### config.mk
export PLATFORM = sky130hd
export DESIGN_NAME = tribus_ctrl_reg
export DESIGN_NICKNAME = d
export VERILOG_FILES = /design/src/rtl/tribus_pkg.sv /design/src/rtl/tribus_sync.sv /design/src/rtl/tribus_ctrl.sv /design/src/rtl/tribus_dp.sv /design/src/rtl/tribus_ctrl_reg.sv
export SDC_FILE = /design/constraint.sdc
export NUM_CORES = 1
export LEC_CHECK = 0
export BUFFER_PORTS_ARGS = -buffer_cell sky130_fd_sc_hd__buf_2
export CAP_MARGIN = 40
export CORE_ASPECT_RATIO = 2
export CORE_MARGIN = 5
export CORE_UTILIZATION = 45
export DETAILED_ROUTE_END_ITERATION = 7
export PLACE_DENSITY = 0.65
export SLEW_MARGIN = 40
export SYNTH_ARGS = -nofsm -noshare
export SYNTH_HDL_FRONTEND = slang
export SYNTH_SLANG_ARGS = --single-unit
### constraint.sdc
create_clock -name clk -period 2.81 [get_ports clk]
set_input_delay 0.562 -clock clk [delete_from_list [all_inputs] [get_ports clk]]
set_output_delay 0.562 -clock clk [all_outputs]
set_load 0.02 [all_outputs]
### src/rtl/tribus_pkg.sv
package tribus_pkg;
  // strobes from control to datapath, one system cycle wide
  typedef struct packed {
    logic shift;   // take one bit into the staging register
    logic commit;  // move the staged word into the holding buffers
  } strobe_t;
endpackage

### src/rtl/tribus_sync.sv
module tribus_sync #(
  parameter int WIDTH  = 3,
  parameter int STAGES = 2
) (
  input  logic             clk,
  input  logic             rstN,
  input  logic [WIDTH-1:0] din,
  output logic [WIDTH-1:0] dout
);
  logic [WIDTH-1:0] stage [STAGES];

  genvar gi;
  generate
    for (gi = 0; gi < STAGES; gi++) begin : g_stage
      if (gi == 0) begin : g_first
        always_ff @(posedge clk or negedge rstN) begin
          if (!rstN) stage[gi] <= '0;
          else       stage[gi] <= din;
        end
      end else begin : g_next
        always_ff @(posedge clk or negedge rstN) begin
          if (!rstN) stage[gi] <= '0;
          else       stage[gi] <= stage[gi-1];
        end
      end
    end
  endgenerate

  assign dout = stage[STAGES-1];
endmodule

### src/rtl/tribus_ctrl.sv
module tribus_ctrl
  import tribus_pkg::*;
#(
  parameter int DIV_SHORT = 14,
  parameter int DIV_LONG  = 15,
  parameter int PORT_W    = 4
) (
  input  logic    clk,
  input  logic    rstN,
  input  logic    clkSync,
  input  logic    enSync,
  input  logic    modeSel,
  output strobe_t strb
);
  localparam int LEN_SHORT = DIV_SHORT + PORT_W;
  localparam int LEN_LONG  = DIV_LONG + PORT_W;
  localparam int CNT_MAX   = LEN_LONG + 1;
  localparam int CNT_W     = $clog2(CNT_MAX + 1);

  logic             prevClk;
  logic             prevEn;
  logic [CNT_W-1:0] bitCnt;
  logic [CNT_W-1:0] wordLen;
  logic             clkRise;
  logic             enFall;

  always_ff @(posedge clk or negedge rstN) begin
    if (!rstN) begin
      prevClk <= 1'b0;
      prevEn  <= 1'b0;
    end else begin
      prevClk <= clkSync;
      prevEn  <= enSync;
    end
  end

  assign clkRise = clkSync & ~prevClk;
  assign enFall  = ~enSync & prevEn;
  assign wordLen = modeSel ? CNT_W'(LEN_SHORT) : CNT_W'(LEN_LONG);

  // a clock edge is taken only while the synchronized enable is high,
  // so an edge that lands on the enable-fall cycle is dropped
  always_comb begin
    strb        = '0;
    strb.shift  = clkRise & enSync;
    strb.commit = enFall & (bitCnt == wordLen);
  end

  // counter saturates one above the longest word; cleared when a window closes
  always_ff @(posedge clk or negedge rstN) begin
    if (!rstN)                                    bitCnt <= '0;
    else if (enFall)                              bitCnt <= '0;
    else if (strb.shift && bitCnt != CNT_W'(CNT_MAX)) bitCnt <= bitCnt + 1'b1;
  end
endmodule

### src/rtl/tribus_dp.sv
module tribus_dp
  import tribus_pkg::*;
#(
  parameter int DIV_SHORT = 14,
  parameter int DIV_LONG  = 15,
  parameter int PORT_W    = 4
) (
  input  logic                clk,
  input  logic                rstN,
  input  logic                dataSync,
  input  logic                modeSel,
  input  strobe_t             strb,
  output logic [DIV_LONG-1:0] divisor,
  output logic [PORT_W-1:0]   portOn
);
  localparam int LEN_LONG = DIV_LONG + PORT_W;

  logic [LEN_LONG-1:0] shReg;
  logic [DIV_LONG-1:0] divShort;
  logic [DIV_LONG-1:0] divLong;
  logic [DIV_LONG-1:0] divNext;

  always_ff @(posedge clk or negedge rstN) begin
    if (!rstN)           shReg <= '0;
    else if (strb.shift) shReg <= {shReg[LEN_LONG-2:0], dataSync};
  end

  // divisor field sits just above the port bits; short form is zero-extended
  always_comb begin
    divShort                = '0;
    divShort[DIV_SHORT-1:0] = shReg[DIV_SHORT+PORT_W-1:PORT_W];
    divLong                 = shReg[LEN_LONG-1:PORT_W];
    divNext                 = modeSel ? divShort : divLong;
  end

  always_ff @(posedge clk or negedge rstN) begin
    if (!rstN) begin
      divisor <= '0;
      portOn  <= '0;
    end else if (strb.commit) begin
      divisor <= divNext;
      portOn  <= shReg[PORT_W-1:0];
    end
  end
endmodule

### src/rtl/tribus_ctrl_reg.sv
module tribus_ctrl_reg
  import tribus_pkg::*;
#(
  parameter int DIV_SHORT   = 14,
  parameter int DIV_LONG    = 15,
  parameter int PORT_W      = 4,
  parameter int SYNC_STAGES = 2
) (
  input  logic                clk,
  input  logic                rstN,
  input  logic                busClk,
  input  logic                busData,
  input  logic                busEn,
  input  logic                modeSel,
  output logic [DIV_LONG-1:0] divisor,
  output logic [PORT_W-1:0]   portOn
);
  logic [2:0] busSync;
  strobe_t    strb;

  tribus_sync #(.WIDTH(3), .STAGES(SYNC_STAGES)) u_sync (
    .clk  (clk),
    .rstN (rstN),
    .din  ({busClk, busData, busEn}),
    .dout (busSync)
  );

  tribus_ctrl #(.DIV_SHORT(DIV_SHORT), .DIV_LONG(DIV_LONG), .PORT_W(PORT_W)) u_ctrl (
    .clk     (clk),
    .rstN    (rstN),
    .clkSync (busSync[2]),
    .enSync  (busSync[0]),
    .modeSel (modeSel),
    .strb    (strb)
  );

  tribus_dp #(.DIV_SHORT(DIV_SHORT), .DIV_LONG(DIV_LONG), .PORT_W(PORT_W)) u_dp (
    .clk      (clk),
    .rstN     (rstN),
    .dataSync (busSync[1]),
    .modeSel  (modeSel),
    .strb     (strb),
    .divisor  (divisor),
    .portOn   (portOn)
  );
endmodule

* After elaboration in Yosys (flattened, before gate mapping)
Cells that the tools add are included.
** Cells by class
- Add/sub/neg operators :: 1
- Equality and inequality tests :: 2
- Bitwise gates (word level) :: 6
- Multiplexer cells :: 4
- Reductions and logical operators :: 2
** Operators with widths (count)
- $mux 15 :: 1
- $mux 5 :: 2
- $add 5x1->5 const B :: 1
- $eq 5x5->1 :: 1
- $ne 5x5->1 const B :: 1
- $and 1x1->1 :: 4
- $not 1->1 :: 2
- $reduce_bool 2->1 :: 1
- $logic_and 1x1->1 :: 1
- $mux 1 :: 1
** Word-level totals
- Output and inout port bits :: 19
- Bits in registers :: 51
- Input port bits :: 6
- Word-level logic and storage cells :: 23

* Longest topological paths before layout
- Word-level depth :: 6
- Gate-level depth with buffers :: 5
- Gate-level depth less buffers :: 5

* Modules after synthesis
Synthesis repeated with hierarchy kept, for this count alone.
** Second synthesis, totals
- Cells, all modules :: 126
- Area total of the unflattened synthesis :: 2009.4 um^2
** Modules (own cells, without submodules)
- tribus_dp :: area each 1462.7 um^2, seq. area each 950.9 um^2, times used 1, cells each 82
- tribus_ctrl :: area each 374.1 um^2, seq. area each 175.2 um^2, times used 1, cells each 35
- tribus_sync :: area each 172.7 um^2, seq. area each 150.1 um^2, times used 1, cells each 9

* Worst setup path after synthesis
Ideal clock, no wire load.
- Path type :: input port to flip-flop
- Start point :: input modeSel
- End point :: register u_dp.divisor[0]
- Path buffers :: 1
- Library setup time :: 0.125 ns
- Arrival time :: 1.409 ns
- Stages on the path :: 4
- Data required time :: 2.685 ns
- Setup slack :: 1.276 ns
- Cell sequence :: xor2_1 -> nand3_4 -> buf_6 -> mux2_4
** Between the ends
- Word-level cells in the longest chain between the ends :: 3
** Ends and longest elaborated chain
- start, declared :: RTL line tribus_ctrl_reg.sv:14 : input logic modeSel,
- $mux 1 :: RTL line tribus_ctrl.sv:39 : assign wordLen = modeSel ? CNT_W'(LEN_SHORT) : CNT_W'(LEN_LONG);
- $eq 5x5->1 :: RTL line tribus_ctrl.sv:46 : strb.commit = enFall & (bitCnt == wordLen);
- $and 1x1->1 :: RTL line tribus_ctrl.sv:46
- end signal, assigned :: RTL line tribus_dp.sv:41 : divisor <= divNext;
- end, declared :: RTL line tribus_dp.sv:13 : output logic [DIV_LONG-1:0] divisor,
No other way between the ends.
A chain may end at the register's enable or synchronous reset.

* Final worst setup path
- Start point :: register u_ctrl.bitCnt[2]
- End point :: register u_dp.portOn[0]
** Between the ends
- Word-level cells in the longest chain between the ends :: 2
** Ends and longest elaborated chain
- start, declared :: RTL line tribus_ctrl.sv:22 : logic [CNT_W-1:0] bitCnt;
- start signal, assigned :: RTL line tribus_ctrl.sv:53 : else if (strb.shift && bitCnt != CNT_W'(CNT_MAX)) bitCnt <= bitCnt + 1'b1;
- $eq 5x5->1 :: RTL line tribus_ctrl.sv:46
- $and 1x1->1 :: RTL line tribus_ctrl.sv:46
- end signal, assigned :: RTL line tribus_dp.sv:42 : portOn <= shReg[PORT_W-1:0];
- end, declared :: RTL line tribus_dp.sv:14 : output logic [PORT_W-1:0] portOn
No other way between the ends.

==> impl_metrics.env <==
export IMPL_status="completed"
export IMPL_drv_cap=0
export IMPL_vias_per_cell=4.943
export IMPL_clk_pin_slew_ns=0.10
export IMPL_tightest_slew_ns=0.6230
export IMPL_setup_viol=0
export IMPL_syn_num_nets=171
export IMPL_wl_um=3465
export IMPL_root_buffer="clkbuf_8"
export IMPL_synth_xor_area_share_pct=0.4405
export IMPL_htreeDepth=2
export IMPL_gp_congestion=0.7391
export IMPL_final_nets=199
export IMPL_p_leak_uw=0.001250
export IMPL_synth_simple_area_share_pct=17.24
export IMPL_drt_iter0_drc=22
export IMPL_drive_gt1_share_pct=28.65
export IMPL_postSynthAreaPerCell_um2=12.20
export IMPL_overflow=0
export IMPL_period_share_pct=58.20
export IMPL_synthCells=163
export IMPL_skew_ns=0.008760
export IMPL_grt_antenna_before_repair=0
export IMPL_area_growth_pct=13.40
export IMPL_route_detailed_drc=0
export IMPL_core_mm2=0.004339
export IMPL_post_cts_resized=0
export IMPL_die_y_um=104
export IMPL_total_power_uw=1276
export IMPL_cts_tree="yes"
export IMPL_postCtsHoldBufs=0
export IMPL_synth_adder_area_share_pct=1.259
export IMPL_yosysWarnings=0
export IMPL_syn_area_mm2=0.001988
export IMPL_n_antenna_cell=0
export IMPL_rows=34
export IMPL_cts_made_buffers=5
export IMPL_cts_buffer_depth=2
export IMPL_die_width_um=57
export IMPL_holdCritPathClass="input pin to async pin"
export IMPL_grt_start_max_net_pins=52
export IMPL_io_pins=25
export IMPL_num_fill_cells=408
export IMPL_rsz0062_at_grt="false"
export IMPL_port_buffers=24
export IMPL_start_kind="flip-flop"
export IMPL_ant_nets=0
export IMPL_synth_cell_types=24
export IMPL_grt_first_pass_wirelength_um=6161
export IMPL_post_cts_buffers=0
export IMPL_place_area_mm2=0.002165
export IMPL_finalCriticalPeriod_ns=1.635
export IMPL_cp_required_ns=3.00
export IMPL_fmax_mhz=611.5
export IMPL_cp_arrival_ns=1.82
export IMPL_grt_total_usage_pct=13.15
export IMPL_dr_total_vias=1216
export IMPL_final_setup_tns_ns=0
export IMPL_drtPass1Iterations=4
export IMPL_yosysSeqAreaShare_pct=64.19
export IMPL_power_density_mw_per_mm2=566.0
export IMPL_crit_type="flip-flop to flip-flop"
export IMPL_synth_top_family_by_area="simple AND/OR/NAND/NOR gates"
export IMPL_cp_max_fo=19
export IMPL_insertion_delay_ns=0.30
export IMPL_ys_ff_latch=51
export IMPL_regArea_mm2=0.001276
export IMPL_hold_viol=0
export IMPL_initial_core_util_pct=45.82
export IMPL_final_cell_area_mm2=0.002255
export IMPL_critPathCaptureType="flip-flop"
export IMPL_grt_pass1_vias=1298
export IMPL_relSlewSlack_pct=58.46
export IMPL_synth_compound_area_share_pct=1.510
export IMPL_dieArea_mm2=0.005928
export IMPL_post_drt_wl_per_cell_um=14.09
export IMPL_cts_num_sinks=51
export IMPL_multiInputGateArea_um2=679.4
export IMPL_slew_violations=0
export IMPL_place_hpwl_um=2361
export IMPL_ir_worst_vdd_mv=0.4552
export IMPL_muxShareOfSynthArea_pct=13.66
-- critical path, cell delays in order (launching register included) --
cell and delay (ns):
dfrtp_1 0.46, and4bb_1 0.36, nand3_4 0.31, mux2_4 0.40
-- cell usage after synthesis --
cell type / count / area share, %
and3b_1: 1 / 0.44
nand3b_1: 1 / 0.38
and4b_1: 1 / 0.50
mux2_4: 10 / 7.6
nand3_4: 1 / 0.88
nand3_1: 5 / 1.3
xor2_1: 1 / 0.44
nand4b_1: 1 / 0.44
nor2b_1: 1 / 0.31
inv_1: 2 / 0.38
and4bb_1: 1 / 0.63
dfrtp_1: 51 / 64
and2b_1: 1 / 0.38
nand2b_1: 1 / 0.31
or3_1: 1 / 0.31
clkbuf_1: 4 / 0.75
a21oi_1: 3 / 0.75
nand2_1: 59 / 11
o21ai_0: 3 / 0.75
buf_6: 1 / 0.57
nor3_1: 1 / 0.25
mux2_2: 9 / 5.1
ha_1: 2 / 1.3
mux2i_1: 2 / 1.0
-- power by group --
group          switching, µW  total (µW)  leakage, µW  internal [µW]
clock network            234         408    0.0000402            173
registers               29.4         800     0.000687            771
logic                   44.7        68.3     0.000522           23.5
-- through the flow --
step                      hold WS (ns)  worst slack, ns  cells  utilization [%]
after floorplan                 0.2664            1.276    163                -
after global placement          0.3342            1.084    238            49.88
after detailed placement        0.3347            1.036    238            49.88
after CTS                       0.3548            1.163    246            51.93
after global routing            0.3527            1.127    246            51.96
final                           0.3399            1.175    246            51.96
-- path summary, 6_finish.rpt --
check                      slack (ns)             start  cells past startpoint             end
hold reg to reg                  0.35   u_sync.stage[4]                      0  u_sync.dout[1]
hold / removal                   0.34              rstN                      2  u_dp.portOn[3]
setup / recovery                 1.17  u_ctrl.bitCnt[2]                      3  u_dp.portOn[0]
setup reg to reg                 1.17  u_ctrl.bitCnt[2]                      3  u_dp.portOn[0]
max in group asynchronous        2.03              rstN                      2  u_ctrl.prevClk
min in group clk                 0.35   u_sync.stage[4]                      0  u_sync.dout[1]
-- registers in the layout (all words and copies together) (netlist names) --
name,flops
u_dp.shReg,19
u_dp.divisor,15
u_ctrl.bitCnt,5
u_dp.portOn,4
u_sync.dout,3
u_sync.stage,3
u_ctrl.prevClk,1
u_ctrl.prevEn,1
-- cell usage in the layout, fill, tap and decap left out, types with 2 or more instances in the layout --
cell type / synthesis / routed
a21oi_1: 3 / 3
buf_2: 0 / 24
buf_4: 0 / 2
clkbuf_8: 0 / 5
clkinvlp_4: 0 / 2
dfrtp_1: 51 / 51
ha_1: 2 / 2
inv_1: 2 / 2
mux2_2: 9 / 9
mux2_4: 10 / 10
mux2i_1: 2 / 2
nand2_1: 59 / 59
nand3_1: 5 / 5
o21ai_0: 3 / 3
-- final cells by class --
class	count	area share, %
sequential	51	56.60
clock inverter	3	0.8879
multi-input combinational	105	30.13
tap	54	2.997
inverter	2	0.3330
timing repair buffer	26	5.993
clock buffer	5	3.052
-- cells by family (layout without fill, tap and decap cells) --
kind of cell             Yosys count  count (layout)
flip-flops                        51              51
buffers and inverters              7              36
multiplexers                      21              21
AND/OR/NAND/NOR                   75              75
AO/OA/AOI/OAI                      6               6
XOR/XNOR                           1               1
adder cells (fa/ha/maj)            2               2
-- per-layer routing --
| metal | vias up | track usage (%) | wire, µm |
|---|---|---|---|
| li1 | 587 | - | - |
| met1 | 597 | 15.99 | 1408 |
| met2 | 26 | 21.69 | 1810 |
| met3 | 6 | 3.354 | 176 |
| met4 | 0 | 5.473 | 68 |
| met5 | - | 0 | 0 |
Note: power is estimated with default switching activity, not from simulation.
